===== src/rtl/irq_hub_pkg.sv =====
package irq_hub_pkg;
  localparam int REG_W  = 8;
  localparam int B_PEND = 7;
  localparam int B_AUX  = 6;
  localparam int B_GIE  = 4;
  localparam int B_EN   = 3;

  typedef enum logic [1:0] {
    SRC_HW     = 2'd0,
    SRC_SOFT   = 2'd1,
    SRC_SWITCH = 2'd2
  } src_kind_e;
endpackage


===== src/rtl/irq_src_slot.sv =====
module irq_src_slot
  import irq_hub_pkg::*;
#(
  parameter src_kind_e KIND  = SRC_HW,
  parameter int        LVL_W = 3
) (
  input  logic             clk,
  input  logic             rst_n,
  input  logic             hw_in,
  input  logic             wr_sel,
  input  logic [REG_W-1:0] wr_data,
  output logic [REG_W-1:0] rd_data,
  output logic             pend,
  output logic             en,
  output logic [LVL_W-1:0] lvl
);
  localparam logic IS_HW   = (KIND != SRC_SOFT);
  localparam logic IS_SOFT = (KIND == SRC_SOFT);
  localparam logic IS_SW   = (KIND == SRC_SWITCH);

  // [0],[1] synchroniser, [2] previous synchronised value
  logic [2:0] sync_q;
  logic       rise, set_now, clr_now;

  always_ff @(posedge clk) begin
    if (!rst_n) sync_q <= '0;
    else        sync_q <= {sync_q[1:0], hw_in};
  end

  assign rise    = sync_q[1] & ~sync_q[2] & IS_HW;
  assign set_now = rise | (wr_sel & wr_data[B_AUX] & IS_SOFT);
  assign clr_now = wr_sel & wr_data[B_PEND];

  always_ff @(posedge clk) begin
    if (!rst_n) begin
      pend <= 1'b0;
      en   <= 1'b0;
      lvl  <= '0;
    end else begin
      pend <= set_now | (pend & ~clr_now);
      if (wr_sel) begin
        en  <= wr_data[B_EN];
        lvl <= wr_data[LVL_W-1:0];
      end
    end
  end

  always_comb begin
    rd_data              = '0;
    rd_data[B_PEND]      = pend;
    rd_data[B_AUX]       = IS_SW & sync_q[1];
    rd_data[B_EN]        = en;
    rd_data[LVL_W-1:0]   = lvl;
  end

  // a clear with no concurrent set leaves the flag low
  p_pend_clear_r3: assert property (@(posedge clk) disable iff (!rst_n)
    (wr_sel && wr_data[B_PEND] && !set_now) |=> !pend);
  // pending only goes away through a clear write
  p_pend_hold_r4: assert property (@(posedge clk) disable iff (!rst_n)
    (pend && !wr_sel) |=> pend);
  // a synchronised rising edge on a hardware slot latches pending
  p_edge_sets_r4: assert property (@(posedge clk) disable iff (!rst_n)
    (rise) |=> pend);
endmodule


===== src/rtl/irq_prio_sel.sv =====
module irq_prio_sel #(
  parameter int NSRC  = 12,
  parameter int LVL_W = 3,
  parameter int IDX_W = 4
) (
  input  logic                        clk,
  input  logic                        rst_n,
  input  logic [NSRC-1:0]             act,
  input  logic [NSRC-1:0][LVL_W-1:0]  lvl,
  input  logic                        gie,
  input  logic [LVL_W-1:0]            ack_lvl,
  output logic [LVL_W-1:0]            top_lvl,
  output logic                        hit_found,
  output logic [IDX_W-1:0]            hit_idx
);
  logic [LVL_W-1:0] best;

  always_comb begin
    best = '0;
    for (int i = 0; i < NSRC; i++) begin
      if (act[i] && lvl[i] > best) best = lvl[i];
    end
  end

  assign top_lvl = gie ? best : '0;

  // descending scan so the lowest matching index is left last
  always_comb begin
    hit_found = 1'b0;
    hit_idx   = '0;
    for (int i = NSRC - 1; i >= 0; i--) begin
      if (act[i] && lvl[i] == ack_lvl) begin
        hit_found = 1'b1;
        hit_idx   = IDX_W'(i);
      end
    end
  end

  // a non-zero output level is backed by an active source
  p_lvl_backed_r7: assert property (@(posedge clk) disable iff (!rst_n)
    (top_lvl != '0) |-> (act != '0));
  // the chosen source really is active at the asked level
  p_hit_valid_r8: assert property (@(posedge clk) disable iff (!rst_n)
    hit_found |-> (act[hit_idx] && lvl[hit_idx] == ack_lvl));
endmodule


===== src/rtl/irq_vec_resp.sv =====
module irq_vec_resp #(
  parameter int NSRC  = 12,
  parameter int VEC_W = 8,
  parameter int IDX_W = 4
) (
  input  logic             clk,
  input  logic             rst_n,
  input  logic             ack_valid,
  output logic             ack_ready,
  input  logic             hit_found,
  input  logic [IDX_W-1:0] hit_idx,
  input  logic [VEC_W-1:0] base,
  output logic             vec_valid,
  input  logic             vec_ready,
  output logic [VEC_W-1:0] vec_data
);
  logic             accept;
  logic [VEC_W-1:0] offs;

  assign ack_ready = ~vec_valid;
  assign accept    = ack_valid & ack_ready;
  assign offs      = hit_found ? VEC_W'(hit_idx) : VEC_W'(NSRC);

  always_ff @(posedge clk) begin
    if (!rst_n) begin
      vec_valid <= 1'b0;
      vec_data  <= '0;
    end else if (accept) begin
      vec_valid <= 1'b1;
      vec_data  <= base + offs;
    end else if (vec_valid && vec_ready) begin
      vec_valid <= 1'b0;
    end
  end

  // a stalled response keeps its vector
  p_vec_hold_r11: assert property (@(posedge clk) disable iff (!rst_n)
    (vec_valid && !vec_ready) |=> (vec_valid && $stable(vec_data)));
  // a consumed response drops valid
  p_vec_drop_r11: assert property (@(posedge clk) disable iff (!rst_n)
    (vec_valid && vec_ready) |=> !vec_valid);
endmodule


===== src/rtl/irq_hub.sv =====
module irq_hub
  import irq_hub_pkg::*;
#(
  parameter int              NSRC      = 12,
  parameter int              LVL_W     = 3,
  parameter int              VEC_W     = 8,
  parameter int              SW_IDX    = 2,
  parameter logic [NSRC-1:0] SOFT_MASK = 12'hC00
) (
  input  logic             clk,
  input  logic             rst_n,
  input  logic [NSRC-1:0]  src_in,
  input  logic             wr_en,
  input  logic [3:0]       wr_addr,
  input  logic [7:0]       wr_data,
  input  logic [3:0]       rd_addr,
  output logic [7:0]       rd_data,
  output logic [LVL_W-1:0] irq_level,
  input  logic             ack_valid,
  output logic             ack_ready,
  input  logic [LVL_W-1:0] ack_lvl,
  output logic             vec_valid,
  input  logic             vec_ready,
  output logic [VEC_W-1:0] vec_data
);
  localparam int IDX_W   = $clog2(NSRC + 1);
  localparam int GC_ADDR = NSRC;
  localparam int VB_ADDR = NSRC + 1;

  logic [NSRC-1:0]             slot_pend, slot_en, slot_act;
  logic [NSRC-1:0][LVL_W-1:0]  slot_lvl;
  logic [NSRC-1:0][REG_W-1:0]  slot_rd;
  logic                        gie_q;
  logic [VEC_W-1:0]            base_q;
  logic                        hit_found;
  logic [IDX_W-1:0]            hit_idx;

  for (genvar i = 0; i < NSRC; i++) begin : g_slot
    localparam src_kind_e K = (i == SW_IDX) ? SRC_SWITCH :
                              (SOFT_MASK[i] ? SRC_SOFT : SRC_HW);
    irq_src_slot #(.KIND(K), .LVL_W(LVL_W)) u_slot (
      .clk     (clk),
      .rst_n   (rst_n),
      .hw_in   (src_in[i]),
      .wr_sel  (wr_en && wr_addr == 4'(i)),
      .wr_data (wr_data),
      .rd_data (slot_rd[i]),
      .pend    (slot_pend[i]),
      .en      (slot_en[i]),
      .lvl     (slot_lvl[i])
    );
    assign slot_act[i] = slot_pend[i] & slot_en[i] & (slot_lvl[i] != '0);
  end

  always_ff @(posedge clk) begin
    if (!rst_n) begin
      gie_q  <= 1'b0;
      base_q <= '0;
    end else if (wr_en) begin
      if (wr_addr == 4'(GC_ADDR)) gie_q  <= wr_data[B_GIE];
      if (wr_addr == 4'(VB_ADDR)) base_q <= wr_data[VEC_W-1:0];
    end
  end

  always_comb begin
    rd_data = '0;
    if (rd_addr < 4'(NSRC))             rd_data = slot_rd[rd_addr];
    else if (rd_addr == 4'(GC_ADDR))    rd_data[B_GIE] = gie_q;
    else if (rd_addr == 4'(VB_ADDR))    rd_data = 8'(base_q);
  end

  irq_prio_sel #(.NSRC(NSRC), .LVL_W(LVL_W), .IDX_W(IDX_W)) u_sel (
    .clk       (clk),
    .rst_n     (rst_n),
    .act       (slot_act),
    .lvl       (slot_lvl),
    .gie       (gie_q),
    .ack_lvl   (ack_lvl),
    .top_lvl   (irq_level),
    .hit_found (hit_found),
    .hit_idx   (hit_idx)
  );

  irq_vec_resp #(.NSRC(NSRC), .VEC_W(VEC_W), .IDX_W(IDX_W)) u_resp (
    .clk       (clk),
    .rst_n     (rst_n),
    .ack_valid (ack_valid),
    .ack_ready (ack_ready),
    .hit_found (hit_found),
    .hit_idx   (hit_idx),
    .base      (base_q),
    .vec_valid (vec_valid),
    .vec_ready (vec_ready),
    .vec_data  (vec_data)
  );

  // with the global enable off no level reaches the processor
  p_gate_off_r9: assert property (@(posedge clk) disable iff (!rst_n)
    !gie_q |-> (irq_level == '0));
  // the request side is ready exactly when no response is held
  p_ready_r11: assert property (@(posedge clk) disable iff (!rst_n)
    ack_ready == !vec_valid);
endmodule


===== config.mk =====
export PLATFORM = sky130hd
export DESIGN_NAME = irq_hub
export DESIGN_NICKNAME = d
export VERILOG_FILES = /design/src/rtl/irq_hub_pkg.sv /design/src/rtl/irq_src_slot.sv /design/src/rtl/irq_prio_sel.sv /design/src/rtl/irq_vec_resp.sv /design/src/rtl/irq_hub.sv
export SDC_FILE = /design/constraint.sdc
export NUM_CORES = 1
export LEC_CHECK = 0
export BUFFER_PORTS_ARGS = -buffer_cell sky130_fd_sc_hd__buf_4
export CAP_MARGIN = 30
export CORE_MARGIN = 5
export CORE_UTILIZATION = 55
export DETAILED_ROUTE_END_ITERATION = 8
export GPL_TIMING_DRIVEN = 0
export MAX_ROUTING_LAYER = met4
export PLACE_DENSITY = 0.72
export SYNTH_ARGS = -nofsm -noshare
export SYNTH_HDL_FRONTEND = slang
export SYNTH_HIERARCHICAL = 1
export SYNTH_SLANG_ARGS = --single-unit

===== constraint.sdc =====
create_clock -name clk -period 22.4 [get_ports clk]
set_clock_uncertainty 0.05 [all_clocks]
set_input_delay 1.12 -clock clk [delete_from_list [all_inputs] [get_ports clk]]
set_output_delay 1.12 -clock clk [all_outputs]
set_load 0.005 [all_outputs]

**Word level (Yosys, flattened, before mapping)**

Cells that the tools add are included.
Widths: inputs -> output; s select.

- Output and inout bits: 21
- Word-level logic and storage cells: 288
- Flip-flop bits (word level): 108

- $lt $le $gt $ge: 14
- Bitwise operators: 96
- Equal/unequal tests: 27
- Mux-type cells: 47
- Reductions and logical operators: 53
- Add/subtract/negate cells: 1

Operators by type and width:

| cell | count |
|---|---|
| $and 1x1->1 | 61 |
| $mux 4 | 14 |
| $mux 3 | 14 |
| $logic_and 1x1->1 | 37 |
| $eq 3x3->1 | 12 |
| $reduce_bool 3->1 | 12 |
| $gt 3x3->1 | 11 |
| $bmux 8 s4 | 1 |
| $eq 4x4->1 const B | 8 |
| $mux 8 | 3 |
| $not 1->1 | 23 |
| $eq 4x3->1 const B | 4 |
| $mux 1 | 15 |
| $or 1x1->1 | 12 |
| $add 8x8->8 | 1 |
| $eq 4x2->1 const B | 2 |
| $lt 4x5->1 const B | 1 |
| $eq 4x1->1 const B | 1 |
| $logic_not 4->1 | 1 |
| $lt 4x4->1 const B | 1 |
| $reduce_and 2->1 | 2 |
| $gt 3x1->1 const B | 1 |
| $reduce_bool 2->1 | 1 |

**Longest topological paths before layout**

- Depth in word-level cells: 38
- Depth in mapped cells: 72

**Cells and area by module**

The synthesis kept the hierarchy.

Modules (own cells, without submodules):

| module | area each (sq um) | instances | cells each |
|---|---|---|---|
| irq_src_slot at g_slot[0].u_slot ... | 340.3 | 10 | 32 |
| irq_prio_sel | 2157.1 | 1 | 299 |
| irq_hub | 1537.7 | 1 | 165 |
| irq_vec_resp | 593.1 | 1 | 73 |
| irq_src_slot at g_slot[10].u_slot ... | 259.0 | 2 | 26 |

**Worst setup path after synthesis**

Ideal clock, no wire load.

- Path type: register to output
- Start: reg g_slot[0].u_slot.lvl[1]
- End: out irq_level[0]
- Arrival: 13401 ps
- Setup slack: 7829 ps
- Path buffers: 0
- Cell stages (with the launch flop): 73
- Path through: dfxtp_1 o311a_1 and2_1 ha_1 nand3_1 o31a_1 nand2_1 a21oi_1 inv_1 ha_1 nor2_1 nand4b_1 o311a_1 a221oi_1 nor4b_2 nor2_1 ha_1 nor2_1 [37 not listed] a311oi_1 a31oi_1 o21ai_0 mux2_2 ha_1 inv_1 a21o_1 a21oi_1 nor2_1 nand2_1 o21a_1 ha_1 nor2b_1 o21a_1 o211ai_1 nor2_1 a311oi_1 o21a_1

- Cells in the longest elaborated chain, start to end: 38
- Elaborated cells on any way between the ends: 39
- Classes of those cells: order compare: 12; mux: 13; bitwise: 1; reduce/logical: 13

Ends and longest elaborated chain:

| element | line | RTL |
|---|---|---|
| start: declaration | irq_src_slot.sv:15 | `output logic [LVL_W-1:0] lvl` |
| start signal: assignment | irq_src_slot.sv:43 | `lvl <= wr_data[LVL_W-1:0];` |
| $reduce_bool 3->1 * | irq_hub.sv:52 | `assign slot_act[i] = slot_pend[i] & slot_en[i] & (slot_lvl[i] != '0);` |
| $and 1x1->1 * | irq_hub.sv:52 |  |
| net slot_act[0] | irq_hub.sv:30 | `logic [NSRC-1:0] slot_pend, slot_en, slot_act;` |
| $logic_and 1x1->1 * | irq_prio_sel.sv:21 | `if (act[i] && lvl[i] > best) best = lvl[i];` |
| $mux 3 * | irq_prio_sel.sv:21 |  |
| $gt 3x3->1 | irq_prio_sel.sv:21 |  |
| $logic_and 1x1->1 | irq_prio_sel.sv:21 |  |
| $mux 3 * | irq_prio_sel.sv:21 |  |
| [23 not listed] | - |  |
| $mux 3 * | irq_prio_sel.sv:21 |  |
| $gt 3x3->1 | irq_prio_sel.sv:21 |  |
| $logic_and 1x1->1 | irq_prio_sel.sv:21 |  |
| $mux 3 * | irq_prio_sel.sv:21 |  |
| $gt 3x3->1 | irq_prio_sel.sv:21 |  |
| $logic_and 1x1->1 | irq_prio_sel.sv:21 |  |
| $mux 3 * | irq_prio_sel.sv:21 |  |
| $mux 3 * | irq_prio_sel.sv:25 | `assign top_lvl = gie ? best : '0;` |
| end: declaration | irq_hub.sv:18 | `output logic [LVL_W-1:0] irq_level,` |

Mark *: on every way through the listed nets, which the timed path passes. The rest lies on a longest branch.

**Worst setup path after layout**

- Start: reg g_slot[0].u_slot.lvl[2]
- End: out irq_level[0]

The elaborated chain is that of the path after synthesis.

==> results.py <==
metrics = {
    "clock_tree": {
        "cts_buffer_depth": 2,
        "cts.clk_slew.worst_paths_ns": 0.07,
        "hold_buffers": 0,
        "tritoncts": "yes",
        "cts_buffers": 9,
        "clockRootBuffer": "clkbuf_16",
        "clk_latency_ns": 0.37,
        "cts_setup_buffers": 0,
        "cts-resized-gates": 0,
        "cts_max_level": 3,
        "cts_sinks": 108,
    },
    "sta": {
        "setup_violations": 0,
        "slew_viol_final": 0,
        "finalCritPeriodShare_pct": 75.7,
        "min_period_ns": 16.97,
        "setup_tns_ns": 0,
        "tightest_slew_ns": 0.856,
        "rsz0062_at_grt": "false",
        "maxSlewHeadroom_pct": 42.9,
        "fmax_ghz": 0.0589,
        "hold_violations": 0,
    },
    "place": {
        "post-place-cells": 1167,
        "gp_congestion": 0.920,
        "port_buffers": 51,
        "dp_hpwl_um": 15000,
    },
    "setup_path": {
        "worst-endpoint-arrival_ns": 15.80,
        "cp.required_ns": 21.23,
        "path_buf_inv": 5,
        "end_kind": "output port",
        "cp_top_family": "compound AO/OA/AOI/OAI gates",
        "critPathKind": "reg -> out",
        "crit_slowest_cell": "dfxtp_1",
        "cpMostUsedCell": "ha_1",
        "startpoint_type": "register",
        "worstPathMaxFanout": 7,
        "max_stage_delay_ns": 0.53,
    },
    "run": {
        "cap_violations": 0,
    },
    "synth": {
        "synth_top_area_share_pct": 26.3,
        "yosys_warnings": 6,
        "synth.largest_area_cell": "dfxtp_1",
        "synthFlopType": "dfxtp_1",
        "yosysSeqAreaShare_pct": 26.3,
        "async_flop_share_pct": 0,
        "syn_inst": 909,
        "synth_cell_types": 91,
        "ys_top_cells_by_area": "dfxtp_1 (26%), buf_4 (10%), mux2i_1 (6.3%)",
        "synth_most_common_cell": "buf_4",
        "ys_top_cells_by_count": "buf_4 (109), dfxtp_1 (108), nor2b_1 (58)",
        "synth_area_um2": 8210,
        "syn_area_per_cell_um2": 9.03,
        "synth_seq_cells": 108,
        "synth_enable_flop_cells": 0,
    },
    "power_and_ir_drop": {
        "cellLeakagePower_nw": 3.84,
        "switching_share_pct": 26.7,
        "p_clk_share_pct": 37.6,
        "internal_power_mw": 0.307,
        "p_sw_mw": 0.112,
        "seqPwrFrac_pct": 48.2,
        "p_per_area_nw_per_um2": 45.5,
        "combPwrFrac_pct": 14.1,
        "ir_drop_v": 0.0000474,
        "power.total_mw": 0.418,
    },
    "route": {
        "finalWirelength_um": 20500,
        "vias_per_cell": 5.60,
        "drc": 0,
        "detail-route-antenna-nets": 0,
        "vias": 6622,
        "drtIter0Drc": 415,
        "wire_per_inst_um": 17.4,
        "drt_pass1_iterations": 7,
    },
    "global_route": {
        "antenna_found_initial": 0,
        "use_met2_pct": 38.3,
        "grtUsageMet1_pct": 32.4,
        "grt_pass1_wl_um": 33400,
        "top_usage_layer": "met2",
        "overflow": 0,
        "grt_pass1_vias": 6325,
        "grt_util_met3_pct": 3.82,
        "grt_usage_pct": 24.1,
        "grt_max_degree": 107,
    },
    "min_path": {
        "hold_path_class": "reg -> reg",
    },
    "final_layout": {
        "areaGrowthSynthToFinish_pct": 12.0,
        "drive_gt1_share_pct": 27.6,
        "nets": 1052,
        "final_cell_count_no_fill": 1183,
        "antennaDiodeCount": 0,
    },
    "floorplanning": {
        "io_pins": 57,
        "start_util_pct": 56.3,
        "die-area_um2": 17500,
        "die_h_um": 132,
        "dieWidth_um": 132,
        "rows": 44,
        "fp.coreArea_um2": 14600,
    },
    "status": {
        "status": "completed",
    },
}
-- path summary, 6_finish.rpt --
check	start	end	slack (ns)	cells after the start
setup / recovery	g_slot[0].u_slot/lvl[2]	irq_level[0]	5.43	73
hold / removal	g_slot[8].u_slot/sync_q[0]	g_slot[8].u_slot/sync_q[1]	0.40	1
setup reg to reg	g_slot[8].u_slot/lvl[1]	u_resp/vec_data[6]	18.80	17
hold reg to reg	g_slot[8].u_slot/sync_q[0]	g_slot[8].u_slot/sync_q[1]	0.40	1
-- layer usage --
metal | up-vias | part of all wire [%]
met3 | 23 | 4.6
met5 | - | 0
li1 | 3289 | -
met1 | 3141 | 47
met4 | 0 | 1.4
met2 | 169 | 47
-- worst reg2reg max path: stages, from the launching register on --
cell and delay (ns):
dfxtp_1 0.42, o311a_1 0.39, clkbuf_1 0.20, nand4_1 0.17
nand2_1 0.09, nand2_1 0.07, a21bo_2 0.12, a21bo_2 0.11
nand2_1 0.04, a21boi_0 0.25, and2_1 0.19, ha_1 0.21
inv_1 0.07, fa_1 0.40, nand2b_1 0.20, a211oi_1 0.26
xnor2_1 0.15, a21oi_1 0.08
-- power by group through the flow --
| stage | Combinational (mW) | Clock (mW) | Sequential (mW) |
|---|---|---|---|
| 2_1_floorplan | 0.0382 | 0 | 0.205 |
| 3_3_place_gp | 0.0579 | 0 | 0.206 |
| 3_5_place_dp | 0.0584 | 0 | 0.206 |
| 4_1_cts | 0.0586 | 0.161 | 0.202 |
| 5_1_grt | 0.0642 | 0.169 | 0.203 |
| 6_report | 0.0591 | 0.157 | 0.202 |
-- flip-flops by register name, indices dropped and copies added (netlist names) --
register,flops
u_resp/vec_data,8
g_slot.u_slot/en,12
base_q,8
g_slot.u_slot/lvl,36
u_resp/vec_valid,1
g_slot.u_slot/pend,12
g_slot.u_slot/sync_q,30
gie_q,1
-- layout by cell type, fill, tap and decap left out, types with 12 or more instances in the layout --
| cell | instances |
|---|---|
| mux2_2 | 12 |
| o311a_1 | 14 |
| a31o_1 | 13 |
| nand2_1 | 51 |
| nand4_1 | 18 |
| ha_1 | 21 |
| conb_1 | 35 |
| nand3_1 | 25 |
| o21ai_0 | 24 |
| nor2b_1 | 58 |
| and2_2 | 30 |
| inv_1 | 32 |
| mux2i_1 | 52 |
| nor2_1 | 37 |
| a21oi_1 | 22 |
| xnor2_1 | 37 |
| dfxtp_1 | 108 |
| buf_4 | 160 |
-- cell type report --
cell class              instances  area, µm²
plain buffers                 135       1010
clock buffers                  10        229
clock inverters                 6       55.1
fillers                      1274       5400
inverters                      33        124
multi-input cells             656       5000
flip-flops and latches        108       2160
well taps                     184        230
repair buffers                 51        383
-- cells by family after synthesis --
| group | Yosys count | share of synthesized area, % |
|---|---|---|
| xor+xnor | 37 | 3.95 |
| buf+inv | 168 | 13.8 |
| compound gates | 177 | 16.9 |
| simple gates | 293 | 21.2 |
| fa+ha+maj | 27 | 4.12 |
| other cells | 12 | 0.549 |
| mux | 87 | 13.2 |
| flops | 108 | 26.3 |
-- through the flow --
step,setup slack [ns],utilization (%),instance area [µm²],hold slack [ns]
6_report,5.43,63.0,9190,0.397
5_1_grt,4.38,63.0,9190,0.419
4_1_cts,5.63,63.0,9190,0.402
3_5_place_dp,6.14,61.1,8910,0.384
3_3_place_gp,6.26,61.1,8910,0.377
2_1_floorplan,7.83,-,8300,0.376
No activity file was read; power rests on OpenSTA's default activity.
